**config.mk**
```make
export PLATFORM = sky130hd
export DESIGN_NAME = legacy_gfx_router
export DESIGN_NICKNAME = d
export VERILOG_FILES = /design/src/rtl/lgr_pkg.sv /design/src/rtl/lgr_datapath.sv /design/src/rtl/lgr_ctrl.sv /design/src/rtl/legacy_gfx_router.sv
export SDC_FILE = /design/constraint.sdc
export NUM_CORES = 1
export LEC_CHECK = 0
export BUFFER_PORTS_ARGS = -buffer_cell sky130_fd_sc_hd__buf_2
export CAP_MARGIN = 20
export CORE_ASPECT_RATIO = 0.8
export CORE_MARGIN = 10
export CORE_UTILIZATION = 40
export DETAILED_ROUTE_END_ITERATION = 8
export GPL_TIMING_DRIVEN = 0
export PLACE_DENSITY = 0.78
export SLEW_MARGIN = 20
export SYNTH_ARGS = -nofsm -noshare
export SYNTH_HDL_FRONTEND = slang
export SYNTH_SLANG_ARGS = --single-unit
```
**constraint.sdc**
```tcl
create_clock -name clk -period 2.6 [get_ports clk]
set_clock_uncertainty 0.15 [all_clocks]
set_input_delay 0.26 -clock clk [delete_from_list [all_inputs] [get_ports clk]]
set_output_delay 0.26 -clock clk [all_outputs]
set_load 0.005 [all_outputs]
```
**src/rtl/lgr_pkg.sv**
```systemverilog
`timescale 1ns/1ps
package lgr_pkg;
  // Range hits produced by the datapath for the control logic
  typedef struct packed {
    logic vgaIo;     // legacy graphics I/O ports (low 10 bits)
    logic monoIo;    // mono-display I/O subset
    logic portWin;   // 0x3BC..0x3BF window
    logic ioWin;     // inside I/O base/limit
    logic ioHighNz;  // I/O address bits [9:8] nonzero
    logic vgaMem;    // 0xA0000..0xBFFFF
    logic monoMem;   // 0xB0000..0xB7FFF
    logic memWin;    // inside memory base/limit
  } hitFlags_t;

  // Strobes from control to the output register
  typedef struct packed {
    logic load;
    logic toExp;
    logic undef;
  } ctrlStrobe_t;
endpackage

```
**src/rtl/lgr_datapath.sv**
```systemverilog
`timescale 1ns/1ps
module lgr_datapath
  import lgr_pkg::*;
#(
  parameter int ADDR_W   = 32,
  parameter int IO_W     = 16,
  parameter int IO_GRAN  = 12,
  parameter int MEM_GRAN = 20
) (
  input  logic                       clk,
  input  logic                       rst_n,
  input  logic [ADDR_W-1:0]          reqAddr,
  input  logic [IO_W-IO_GRAN-1:0]    ioBase,
  input  logic [IO_W-IO_GRAN-1:0]    ioLimit,
  input  logic [ADDR_W-MEM_GRAN-1:0] memBase,
  input  logic [ADDR_W-MEM_GRAN-1:0] memLimit,
  input  ctrlStrobe_t                strobe,
  output hitFlags_t                  hits,
  output logic                       dstExp,
  output logic                       dstDef,
  output logic                       undefCfg
);
  localparam int N_VGA  = 2;
  localparam int N_MONO = 3;
  localparam logic [N_VGA-1:0][9:0]  VGA_LO  = {10'h3C0, 10'h3B0};
  localparam logic [N_VGA-1:0][9:0]  VGA_HI  = {10'h3DF, 10'h3BB};
  localparam logic [N_MONO-1:0][9:0] MONO_LO = {10'h3BF, 10'h3B8, 10'h3B4};
  localparam logic [N_MONO-1:0][9:0] MONO_HI = {10'h3BF, 10'h3BA, 10'h3B5};
  localparam logic [ADDR_W-1:0] VGA_MEM_LO  = ADDR_W'(32'h000A_0000);
  localparam logic [ADDR_W-1:0] VGA_MEM_HI  = ADDR_W'(32'h000B_FFFF);
  localparam logic [ADDR_W-1:0] MONO_MEM_LO = ADDR_W'(32'h000B_0000);
  localparam logic [ADDR_W-1:0] MONO_MEM_HI = ADDR_W'(32'h000B_7FFF);

  logic [9:0]                       lo10;
  logic [IO_W-IO_GRAN-1:0]          ioSel;
  logic [ADDR_W-MEM_GRAN-1:0]       memSel;
  logic [N_VGA-1:0]                 vgaHit;
  logic [N_MONO-1:0]                monoHit;

  assign lo10   = reqAddr[9:0];
  assign ioSel  = reqAddr[IO_W-1:IO_GRAN];
  assign memSel = reqAddr[ADDR_W-1:MEM_GRAN];

  for (genvar gi = 0; gi < N_VGA; gi++) begin : g_vga
    assign vgaHit[gi] = (lo10 >= VGA_LO[gi]) && (lo10 <= VGA_HI[gi]);
  end
  for (genvar gm = 0; gm < N_MONO; gm++) begin : g_mono
    assign monoHit[gm] = (lo10 >= MONO_LO[gm]) && (lo10 <= MONO_HI[gm]);
  end

  always_comb begin
    hits.vgaIo    = |vgaHit;
    hits.monoIo   = |monoHit;
    hits.portWin  = (lo10[9:2] == 8'hEF);
    hits.ioWin    = (ioSel >= ioBase) && (ioSel <= ioLimit);
    hits.ioHighNz = |lo10[9:8];
    hits.vgaMem   = (reqAddr >= VGA_MEM_LO) && (reqAddr <= VGA_MEM_HI);
    hits.monoMem  = (reqAddr >= MONO_MEM_LO) && (reqAddr <= MONO_MEM_HI);
    hits.memWin   = (memSel >= memBase) && (memSel <= memLimit);
  end

  always_ff @(posedge clk) begin
    if (!rst_n) begin
      dstExp   <= 1'b0;
      dstDef   <= 1'b0;
      undefCfg <= 1'b0;
    end else begin
      dstExp   <= strobe.load & strobe.toExp;
      dstDef   <= strobe.load & ~strobe.toExp;
      undefCfg <= strobe.load & strobe.undef;
    end
  end
endmodule

```
**src/rtl/lgr_ctrl.sv**
```systemverilog
`timescale 1ns/1ps
module lgr_ctrl
  import lgr_pkg::*;
(
  input  logic        reqValid,
  input  logic        reqIsIo,
  input  logic        vgaEn,
  input  logic        mdaEn,
  input  logic        isaEn,
  input  hitFlags_t   hits,
  output ctrlStrobe_t strobe
);
  logic monoOn;
  logic ioFallback;

  assign monoOn     = vgaEn && mdaEn;
  assign ioFallback = hits.ioWin && !(isaEn && hits.ioHighNz);

  always_comb begin
    strobe.load  = reqValid;
    strobe.undef = !vgaEn && mdaEn;
    if (reqIsIo) begin
      if ((monoOn && hits.monoIo) || (vgaEn && hits.portWin))
        strobe.toExp = 1'b0;
      else if (vgaEn && hits.vgaIo)
        strobe.toExp = 1'b1;
      else
        strobe.toExp = ioFallback;
    end else begin
      if (monoOn && hits.monoMem)
        strobe.toExp = 1'b0;
      else if (vgaEn && hits.vgaMem)
        strobe.toExp = 1'b1;
      else
        strobe.toExp = hits.memWin;
    end
  end
endmodule

```
**src/rtl/legacy_gfx_router.sv**
```systemverilog
`timescale 1ns/1ps
module legacy_gfx_router
  import lgr_pkg::*;
#(
  parameter int ADDR_W   = 32,
  parameter int IO_W     = 16,
  parameter int IO_GRAN  = 12,
  parameter int MEM_GRAN = 20,
  localparam int IO_SEL_W  = IO_W - IO_GRAN,
  localparam int MEM_SEL_W = ADDR_W - MEM_GRAN
) (
  input  logic                 clk,
  input  logic                 rst_n,
  input  logic                 reqValid,
  input  logic                 reqIsIo,
  input  logic [ADDR_W-1:0]    reqAddr,
  input  logic                 vgaEn,
  input  logic                 mdaEn,
  input  logic                 isaEn,
  input  logic [IO_SEL_W-1:0]  ioBase,
  input  logic [IO_SEL_W-1:0]  ioLimit,
  input  logic [MEM_SEL_W-1:0] memBase,
  input  logic [MEM_SEL_W-1:0] memLimit,
  output logic                 dstExp,
  output logic                 dstDef,
  output logic                 undefCfg
);
  hitFlags_t   hits;
  ctrlStrobe_t strobe;

  lgr_ctrl u_ctrl (
    .reqValid (reqValid),
    .reqIsIo  (reqIsIo),
    .vgaEn    (vgaEn),
    .mdaEn    (mdaEn),
    .isaEn    (isaEn),
    .hits     (hits),
    .strobe   (strobe)
  );

  lgr_datapath #(
    .ADDR_W(ADDR_W), .IO_W(IO_W), .IO_GRAN(IO_GRAN), .MEM_GRAN(MEM_GRAN)
  ) u_dp (
    .clk      (clk),
    .rst_n    (rst_n),
    .reqAddr  (reqAddr),
    .ioBase   (ioBase),
    .ioLimit  (ioLimit),
    .memBase  (memBase),
    .memLimit (memLimit),
    .strobe   (strobe),
    .hits     (hits),
    .dstExp   (dstExp),
    .dstDef   (dstDef),
    .undefCfg (undefCfg)
  );
endmodule

```
==> flow_metrics.py <==
metrics = {
    "worst_hold_path": {
        "hp-class": "in -> reg",
        "hold_path_depth": 2,
        "hold_path.startpoint": "vgaEn",
    },
    "clocking": {
        "cts_buffers": 3,
        "tritoncts": "yes",
        "clk_pin_slew_worst_paths_ps": 40,
        "clock_sinks": 3,
        "ctsHoldBuffers": 0,
        "cts_setup_buffers": 0,
        "root_buffer": "clkbuf_4",
        "clock_path_buffers": 2,
        "htreeDepth": 1,
        "cts.repair.resized": 0,
    },
    "critical_path": {
        "cp_num_cells": 8,
        "cp-start-kind": "input port",
        "crit_start": "reqAddr[25]",
        "arrival_ps": 1670,
        "end_kind": "register",
        "crit_family": "compound AO/OA/AOI/OAI gates",
        "crit_required_ps": 2570,
        "worstPathCellList": "buf_2 -> ha_1 -> a21o_1 -> nand3_1 -> a21oi_1 -> o41ai_2 -> o211ai_2 -> and3b_1",
        "slowest_stage": "o41ai_2",
        "cp_max_fo": 3,
        "crit_type": "in -> reg",
        "max_stage_delay_ps": 350,
        "path_buf_inv": 1,
    },
    "cells_and_area": {
        "mostFrequentLayoutCell": "buf_2",
        "area_delta_synth_final_pct": 40.35,
        "stdcell_count": 248,
        "nNetsFinal": 316,
        "drive_gt1_frac": 0.3774,
        "stdcell_area_mm2": 0.001484,
        "final_util": 0.5978,
        "n_antenna_cell": 0,
        "layout_common_cells": "71 x buf_2, 33 x inv_1, 32 x ha_1",
    },
    "pwr": {
        "p_per_area_mw_per_mm2": 212.8,
        "leakage_uw": 0.0008900,
        "intPower_uw": 203.4,
        "p_switching_uw": 112.3,
        "sequentialPowerShare": 0.155,
        "combPwrFrac": 0.590,
        "p_sw_frac": 0.3556,
        "peakVddDrop_mv": 0.07371,
        "pwr-share-clk": 0.256,
    },
    "routing": {
        "wl_per_cell_um": 12.79,
        "drt-total-wl_um": 3171,
        "vias": 1234,
        "drcViolationCount": 0,
        "via_per_inst": 4.976,
        "first_pass_iters": 4,
        "drt_first_iter_violations": 33,
        "detail-route-antenna-nets": 0,
    },
    "placement": {
        "dpl.hpwl_um": 3016,
        "place_area_mm2": 0.001458,
        "portBuffers": 71,
        "dp.cells": 244,
        "place.gp.congestion": 0.8147,
    },
    "synth": {
        "synth-seq-area-share": 0.05680,
        "yosys_warnings": 0,
        "syn_area_mm2": 0.001057,
        "yosysTopAreaCell": "ha_1",
        "synthCells": 137,
        "synth_seq_cells": 3,
        "syn-num-nets": 240,
        "ys_types": 34,
        "netlist_top_cells_area": "ha_1 38%, inv_1 12%, dfxtp_1 5.7%, a21oi_1 5.2%, nand4_1 3.6%",
        "netlist.area_leader.share": 0.3787,
        "synth_area_per_cell_um2": 7.717,
    },
    "global_routing": {
        "grt_first_pass_wirelength_um": 5444,
        "first_global_vias": 1294,
        "grt_antenna_before_repair": 0,
        "grt_start_max_net_pins": 6,
        "grt_usage": 0.1229,
        "grt-ovfl-total": 0,
    },
    "timing": {
        "tns_ps": 0,
        "fin_crit_sh": 0.6562,
        "finalSetupViolations": 0,
        "drv_slew": 0,
        "fin_crit_ps": 1706,
        "grt_setup_unrepaired": "false",
        "holdWs_ps": 110.9,
        "slew-limit-headroom": 0.7833,
        "tightest_slew_ps": 320.7,
        "hold_violations": 0,
        "fmax_ghz": 0.5862,
    },
    "floorplanning": {
        "core_area_mm2": 0.002482,
        "die_w_um": 77.48,
        "ios": 74,
        "initial_core_util": 0.4259,
        "die-area_mm2": 0.005113,
        "die_h_um": 65.99,
        "rows": 16,
    },
    "run": {
        "maxCapViolCount": 0,
    },
    "outcome": {
        "status": "finished, final reports clean",
    },
}
[metrics by stage]
stage	power, uW	worst slack (ps)
after floorplan	150.4	887.5
after global placement	232.5	661.1
after detailed placement	236.6	637.1
after CTS	322.4	902.0
after global routing	360.8	773.2
final	315.7	894.0
[routing by layer]
metal  wire length, um  global-route usage  vias to the layer above  part of all wire
li1                  -                   -                      651                 -
met1              1457              0.1469                      535              0.46
met2              1414              0.2031                       48              0.45
met3               299             0.05027                        0             0.094
met4                 0             0.02500                        0                 0
met5                 0                   0                        -                 0
[synthesized netlist by cell type]
cell type / number
a2111o_1: 1
a211oi_1: 4
a21boi_0: 1
a21o_1: 3
a21oi_1: 11
a21oi_2: 1
a22oi_1: 1
a41oi_1: 1
and3b_1: 1
and4_1: 1
and4_4: 1
dfxtp_1: 3
ha_1: 32
inv_1: 33
nand2_1: 6
nand2b_1: 1
nand3_1: 4
nand4_1: 6
nor2_1: 3
nor2b_1: 2
nor3_1: 1
nor3b_1: 1
nor4_1: 2
nor4b_4: 1
nor4bb_1: 1
o211a_1: 1
o211ai_1: 1
o211ai_2: 1
o21ai_0: 6
o221ai_1: 2
o311a_1: 1
o41ai_2: 1
or3_4: 1
xnor2_1: 1
[power by group through the flow]
stage / combinational [uW] / sequential [uW] / clock (uW)
CTS: 188 / 48.9 / 85.6
global placement: 183 / 49.6 / 0
floorplan: 100 / 50.1 / 0
detailed placement: 187 / 49.6 / 0
finish: 186 / 48.9 / 80.7
global route: 220 / 49.0 / 91.7
[flip-flops by register name, indices dropped and copies added (netlist names)]
signal         flops
u_dp.undefCfg      1
u_dp.dstDef        1
u_dp.dstExp        1
[path summary, 6_finish.rpt]
path                  slack (ps)                        to
worst min-delay path         110  u_dp.undefCfg$_SDFF_PN0_
worst max-delay path         890    u_dp.dstDef$_SDFF_PN0_
[area by class of cell]
| type | instances | area (um2) |
|---|---|---|
| fill | 269 | 998.5 |
| sequential | 3 | 60.06 |
| tap | 36 | 45.04 |
| multi-input combinational | 101 | 873.3 |
| inverter | 33 | 123.9 |
| clock buffer | 4 | 26.28 |
| timing repair buffer | 71 | 355.3 |
[kinds of logic (layout without fill, tap and decap cells)]
logic type / Yosys count / count (layout) / synth area share
DFF: 3 / 3 / 0.05681
buffers and inverters: 33 / 108 / 0.1172
and+or+nand+nor: 32 / 32 / 0.1976
adders and majority gates: 32 / 32 / 0.3787
xor gates and xnor gates: 1 / 1 / 0.008286
AOI/OAI and AO/OA: 36 / 36 / 0.2414
Note: power is estimated with default switching activity, not from simulation.
